**config.mk**
```make
export PLATFORM = sky130hd
export DESIGN_NAME = hcp_packer
export DESIGN_NICKNAME = d
export VERILOG_FILES = /design/src/rtl/hcp_pkg.sv /design/src/rtl/hcp_cmd_check.sv /design/src/rtl/hcp_word_asm.sv /design/src/rtl/hcp_packer.sv
export SDC_FILE = /design/constraint.sdc
export NUM_CORES = 1
export LEC_CHECK = 0
export CORE_MARGIN = 1.5
export CORE_UTILIZATION = 30
export DETAILED_ROUTE_END_ITERATION = 10
export SLEW_MARGIN = 20
export SYNTH_ARGS = -nofsm -noshare
export SYNTH_HDL_FRONTEND = slang
export SYNTH_SLANG_ARGS = --single-unit
```
**constraint.sdc**
```tcl
create_clock -name clk -period 3.9 [get_ports clk]
set_input_delay 1.17 -clock clk [delete_from_list [all_inputs] [get_ports clk]]
set_output_delay 1.17 -clock clk [all_outputs]
set_load 0.02 [all_outputs]
```
**src/rtl/hcp_pkg.sv**
```systemverilog
package hcp_pkg;

  typedef enum logic [1:0] {
    ST_IDLE = 2'd0,
    ST_FILL = 2'd1,
    ST_EMIT = 2'd2,
    ST_DONE = 2'd3
  } hcp_state_e;

  // Bytes that ride in the header word: at most two.
  function automatic logic [2:0] take_hdr(input logic [31:0] len);
    return (len >= 32'd2) ? 3'd2 : len[2:0];
  endfunction

  // Bytes that go into one body word: at most four.
  function automatic logic [2:0] take_body(input logic [31:0] rem);
    return (rem >= 32'd4) ? 3'd4 : rem[2:0];
  endfunction

  // Bytes on the wire for a write: four header bytes plus payload.
  function automatic logic [31:0] sent_count(input logic [31:0] len);
    return len + 32'd4;
  endfunction

endpackage

```
**src/rtl/hcp_cmd_check.sv**
```systemverilog
module hcp_cmd_check #(
  parameter int HOST_LIMIT  = 256,
  parameter int VIDEO_LIMIT = 1024,
  parameter int LEN_W       = 12
) (
  input  logic [LEN_W-1:0] len,
  input  logic             ack_req,
  input  logic [LEN_W-1:0] rx_len,
  input  logic             lp,
  output logic             over_len,
  output logic             use_video,
  output logic             want_bta,
  output logic             use_hs
);

  always_comb begin
    over_len  = (len > LEN_W'(VIDEO_LIMIT));
    use_video = (len > LEN_W'(HOST_LIMIT));
    want_bta  = ack_req || (rx_len != '0);
    use_hs    = !lp;
  end

endmodule

```
**src/rtl/hcp_word_asm.sv**
```systemverilog
module hcp_word_asm (
  input  logic        clk,
  input  logic        rst_n,
  input  logic        load_hdr,
  input  logic        load_data,
  input  logic [7:0]  hdr_byte,
  input  logic        byte_fire,
  input  logic [7:0]  byte_in,
  input  logic        emitting,
  output logic [31:0] word_out,
  output logic [2:0]  fill_out
);

  logic [31:0] word_q;
  logic [2:0]  fill_q;
  logic        is_hdr_q;
  logic [1:0]  lane;

  // Header bytes start one lane up, past the type/channel byte.
  assign lane = is_hdr_q ? (fill_q[1:0] + 2'd1) : fill_q[1:0];

  always_ff @(posedge clk or negedge rst_n) begin
    if (!rst_n) begin
      word_q   <= '0;
      fill_q   <= '0;
      is_hdr_q <= 1'b0;
    end else if (load_hdr) begin
      word_q   <= {24'h0, hdr_byte};
      fill_q   <= '0;
      is_hdr_q <= 1'b1;
    end else if (load_data) begin
      word_q   <= '0;
      fill_q   <= '0;
      is_hdr_q <= 1'b0;
    end else if (byte_fire) begin
      word_q[{lane, 3'b000} +: 8] <= byte_in;
      fill_q <= fill_q + 3'd1;
    end
  end

  assign word_out = word_q;
  assign fill_out = fill_q;

  // Header top lane is never written.
  p_hdr_top_zero_r1: assert property (@(posedge clk) disable iff (!rst_n)
    (emitting && is_hdr_q) |-> (word_q[31:24] == 8'h00));

  // Body lanes beyond the bytes taken read zero.
  for (genvar k = 0; k < 4; k++) begin : g_pad
    p_pad_zero_r3: assert property (@(posedge clk) disable iff (!rst_n)
      (emitting && !is_hdr_q && (fill_q <= 3'(k))) |-> (word_q[k*8 +: 8] == 8'h00));
  end

endmodule

```
**src/rtl/hcp_packer.sv**
```systemverilog
module hcp_packer #(
  parameter int HOST_DEPTH  = 64,
  parameter int VIDEO_DEPTH = 256,
  localparam int HOST_LIMIT  = 4 * HOST_DEPTH,
  localparam int VIDEO_LIMIT = 4 * VIDEO_DEPTH,
  localparam int LEN_W       = $clog2(VIDEO_LIMIT + 1) + 1,
  localparam int CNT_W       = LEN_W + 1
) (
  input  logic             clk,
  input  logic             rst_n,
  input  logic             cmd_valid,
  output logic             cmd_ready,
  input  logic [1:0]       cmd_vc,
  input  logic [5:0]       cmd_dtype,
  input  logic [LEN_W-1:0] cmd_len,
  input  logic             cmd_ack_req,
  input  logic [LEN_W-1:0] cmd_rx_len,
  input  logic             cmd_lp,
  input  logic             byte_valid,
  output logic             byte_ready,
  input  logic [7:0]       byte_data,
  output logic             word_valid,
  input  logic             word_ready,
  output logic [31:0]      word_data,
  output logic             word_to_video,
  output logic             done,
  output logic             done_err,
  output logic             done_video,
  output logic             done_bta,
  output logic             done_hs,
  output logic [CNT_W-1:0] done_count
);
  import hcp_pkg::*;

  hcp_state_e       state_q;
  logic [LEN_W-1:0] len_q, rem_q, rem_next;
  logic             err_q, video_q, bta_q, hs_q, hdr_phase_q;
  logic             over_len, use_video, want_bta, use_hs;
  logic [2:0]       need, fill;
  logic             cmd_fire, byte_fire, word_fire;
  logic             fill_full, last_word, load_hdr, load_data, emitting;

  hcp_cmd_check #(
    .HOST_LIMIT (HOST_LIMIT),
    .VIDEO_LIMIT(VIDEO_LIMIT),
    .LEN_W      (LEN_W)
  ) u_check (
    .len      (cmd_len),
    .ack_req  (cmd_ack_req),
    .rx_len   (cmd_rx_len),
    .lp       (cmd_lp),
    .over_len (over_len),
    .use_video(use_video),
    .want_bta (want_bta),
    .use_hs   (use_hs)
  );

  // Handshake events and phase decisions as named wires.
  assign cmd_ready  = (state_q == ST_IDLE);
  assign emitting   = (state_q == ST_EMIT);
  assign word_valid = emitting;
  assign cmd_fire   = cmd_valid && cmd_ready;
  assign need       = hdr_phase_q ? take_hdr(32'(rem_q)) : take_body(32'(rem_q));
  assign fill_full  = (fill == need);
  assign byte_ready = (state_q == ST_FILL) && !fill_full;
  assign byte_fire  = byte_valid && byte_ready;
  assign word_fire  = word_valid && word_ready;
  assign rem_next   = rem_q - LEN_W'(need);
  assign last_word  = (rem_next == '0);
  assign load_hdr   = cmd_fire && !over_len;
  assign load_data  = word_fire && !last_word;

  hcp_word_asm u_asm (
    .clk      (clk),
    .rst_n    (rst_n),
    .load_hdr (load_hdr),
    .load_data(load_data),
    .hdr_byte ({cmd_vc, cmd_dtype}),
    .byte_fire(byte_fire),
    .byte_in  (byte_data),
    .emitting (emitting),
    .word_out (word_data),
    .fill_out (fill)
  );

  always_ff @(posedge clk or negedge rst_n) begin
    if (!rst_n) begin
      state_q     <= ST_IDLE;
      len_q       <= '0;
      rem_q       <= '0;
      err_q       <= 1'b0;
      video_q     <= 1'b0;
      bta_q       <= 1'b0;
      hs_q        <= 1'b0;
      hdr_phase_q <= 1'b0;
    end else begin
      case (state_q)
        ST_IDLE: if (cmd_fire) begin
          len_q       <= cmd_len;
          rem_q       <= cmd_len;
          err_q       <= over_len;
          video_q     <= use_video;
          bta_q       <= want_bta;
          hs_q        <= use_hs;
          hdr_phase_q <= 1'b1;
          state_q     <= over_len ? ST_DONE : ST_FILL;
        end
        ST_FILL: if (fill_full) state_q <= ST_EMIT;
        ST_EMIT: if (word_fire) begin
          rem_q       <= rem_next;
          hdr_phase_q <= 1'b0;
          state_q     <= last_word ? ST_DONE : ST_FILL;
        end
        ST_DONE: state_q <= ST_IDLE;
        default: state_q <= ST_IDLE;
      endcase
    end
  end

  assign word_to_video = video_q;
  assign done          = (state_q == ST_DONE);
  assign done_err      = err_q;
  assign done_video    = video_q;
  assign done_bta      = bta_q;
  assign done_hs       = hs_q;
  assign done_count    = (err_q || bta_q) ? '0 : CNT_W'(sent_count(32'(len_q)));

  p_word_hold_r9: assert property (@(posedge clk) disable iff (!rst_n)
    (word_valid && !word_ready) |=> (word_valid && $stable(word_data)));

  p_done_pulse_r9: assert property (@(posedge clk) disable iff (!rst_n)
    done |=> !done);

  p_idle_quiet_r9: assert property (@(posedge clk) disable iff (!rst_n)
    cmd_ready |-> (!word_valid && !byte_ready));

  p_reject_silent_r5: assert property (@(posedge clk) disable iff (!rst_n)
    err_q |-> (!word_valid && !byte_ready));

  p_video_route_r4: assert property (@(posedge clk) disable iff (!rst_n)
    (word_valid && (len_q > LEN_W'(HOST_LIMIT))) |-> word_to_video);

  p_bta_count_r7: assert property (@(posedge clk) disable iff (!rst_n)
    (done && done_bta) |-> (done_count == '0));

endmodule

```
==> results.md <==
- Status: completed
- Reg clk slew, reported paths: 60 ps
- Initial core utilization: 30.9%
- Detailed-route wire length: 11,500 um
- Final Max Tran Viols: 0
- Hold WC Path Type: register to register
- Post-DP HPWL: 8500 um
- Die Area: 13,800 um^2
- Post-synth EDFFs: 0
- TritonCTS Buffers: 9
- R2R Path Start: rem_q[8]
- Clk_lat worst skew: 340 ps
- Power Total: 4.00 mW
- First-pass GRT wire length: 18,100 um
- Pre-Repair DR Iteration Count: 5
- Synth cell types: 65
- Vias/cell: 5.16
- Clk sinks: 67
- Utilization after layout: 42.8%
- Antenna cells: 0
- Worst Max-Slew Pin Slew: 800 ps
- Critical Path Source Type: register
- P per Cell Area: 736 nW/um^2
- Synthesized area: 3920 um^2
- All-Layer GR Usage: 17.2%
- Post-CTS Hold Fix Bufs: 0
- Max-cap violations: 0
- WP data required: 2730 ps
- Family with the most delay on the worst path: simple AND/OR/NAND/NOR gates
- Worst setup path endpoint: byte_ready
- Crit path DAT: 2540 ps
- Final hold violation count: 0
- Setup violations, final: 0
- Hold Worst Slack: 480 ps
- Setup TNS: 0 ps
- Final GP Congestion: 0.851
- CP peak stage delay: 580 ps
- Commonest non-fill, non-tap cells in the layout: clkdlybuf4s50_1 (99), dfrtp_1 (67), nand2_1 (63)
- Crit path max fanout: 8
- Worst-path cell chain: or3b_1 > a21oi_1 > nand2_1 > and3_1 > clkdlybuf4s50_1
- Row cnt: 41
- VDD IR-drop max: 0.278 mV
- PortBufs: 100
- Setup slack on the worst flop-to-flop path: 420 ps
- Crit end category: output pin
- Placed instance area: 5100 um^2
- Crit path kind: register to output pin
- Routed Antenna Nets: 0
- Slowest stage cell, crit path: clkdlybuf4s50_1
- WL/cell: 16.2 um
- Total grt overflow: 0
- Die Y: 117 um
- Io pins: 101
- Pre-CTS setup slack: 441 ps
- Critical R2R Capture: u_asm.fill_out[1]
- First element of the critical path: hdr_phase_q
- Pleak: 2.18 nW
- Tmin final: 3710 ps
- FFs w/ async S/R, synth: 100%
- CTS tree: done
- Initial DRC Count: 287
- Final non-filler cell total: 707
- RSZ-0062 raised after global routing: no
- DR DRC count: 0
- Share of cells above drive strength 1: 8.79%
- Final worst path period share: 95.2%
- Worst Path Buf+Inv: 1
- Skew final: 5.29 ps
- Largest net degree at the start of global routing: 68
- Initial antenna violation count: 0
- Maximum clock frequency: 269 MHz
- H-tree Lvls: 3
- CTS max path bufs: 2
- Slew Limit Headroom: 46.5%
- Root buf cell: clkbuf_16
- FF+latch count, synth: 67
- Mapped Cells: 432
- Warnings from Yosys: 0
- Hold depth: 2
- Core Area: 12,700 um^2
- Vias in the first global route: 3,519
- Total number of vias: 3,650
- Post-synth top flop: dfrtp_1
- Most common cell after layout, fill and taps aside: clkdlybuf4s50_1
- Die width: 117 um
- Post-CTS setup buffers: 0
- Post-Syn Nets: 490
- Worst-case reg-to-reg path depth: 11
- Avg Inst Size Synth: 9.07 um^2
- NumNets Final: 588
- Area growth, synth to finish: 38.6%
- Worst path depth: 5
- Placed insts: 691
- Seq/Total Area, Yosys: 42.8%
- Post-CTS resize count: 0
- Worst setup margin: 188 ps
- Design area: 5430 um^2
-- worst min path at each step --
stage              from        to  slack, ps
3_5_place_dp   len_q[0]  len_q[0]        470
5_1_grt        len_q[0]  len_q[0]        490
3_3_place_gp   len_q[0]  len_q[0]        460
2_1_floorplan  len_q[0]  len_q[0]        440
4_1_cts        len_q[0]  len_q[0]        480
6_report       len_q[0]  len_q[0]        480
-- logic make-up after synthesis --
logic type / synth area share, %
AO/OA/AOI/OAI: 22.8
XOR/XNOR: 2.65
adder cells (fa/ha/maj): 3.70
buffers and inverters: 4.28
flip-flops: 42.8
multiplexers: 0.798
AND/OR/NAND/NOR: 23.0
-- cells in the mapped netlist (7+ instances only) --
cell	n	area share, %
xor2_1	7	1.6
nand4_1	11	1.8
a32o_1	9	2.3
a21oi_1	34	4.3
clkbuf_1	14	1.3
nand3_1	16	2.0
inv_1	14	1.3
ha_1	10	3.2
o22ai_1	12	1.9
dfrtp_1	67	43
a221oi_2	8	3.1
and3_1	7	1.1
o21ai_0	31	4.0
nor2_1	30	2.9
and2_1	8	1.3
nand2_1	63	6.0
-- flip-flops by register name (all words and copies together), names as in the netlist --
name	cells
hdr_phase_q	1
rem_q	12
done_err	1
u_asm.fill_out	3
len_q	12
u_asm.is_hdr_q	1
done_hs	1
done_video	1
u_asm.word_out	32
state_q	2
done_bta	1
-- per-layer routing --
metal / track usage, % / part of all wire, % / vias to the layer above / wire, um
li1: - / - / 1786 / -
met1: 23.2 / 47 / 1751 / 5340
met2: 27.2 / 46 / 101 / 5320
met3: 4.17 / 5.6 / 12 / 647
met4: 5.22 / 1.4 / 0 / 160
met5: 0 / 0 / - / 0
-- final cells by class --
cell class | instances | area, um^2
inverters | 15 | 56.3
fillers | 1229 | 7240
repair buffers | 110 | 1080
clock inverters | 7 | 98.8
multi-input cells | 327 | 2070
well taps | 172 | 215
clock buffers | 9 | 225
flip-flops and latches | 67 | 1680
-- tightest hold or removal path: stages (launching register included) --
cell and delay (ps):
dfrtp_1 340, nand2_1 50, nand2_1 50
-- power breakdown --
group | internal (mW) | switching [mW] | total (mW) | leakage [nW]
sequential | 0.968 | 0.282 | 1.25 | 0.845
combinational | 0.810 | 1.05 | 1.86 | 1.18
clock | 0.565 | 0.319 | 0.884 | 0.157
total | 2.34 | 1.65 | 4.00 | 2.18
Power figures use the tool's default switching activity.
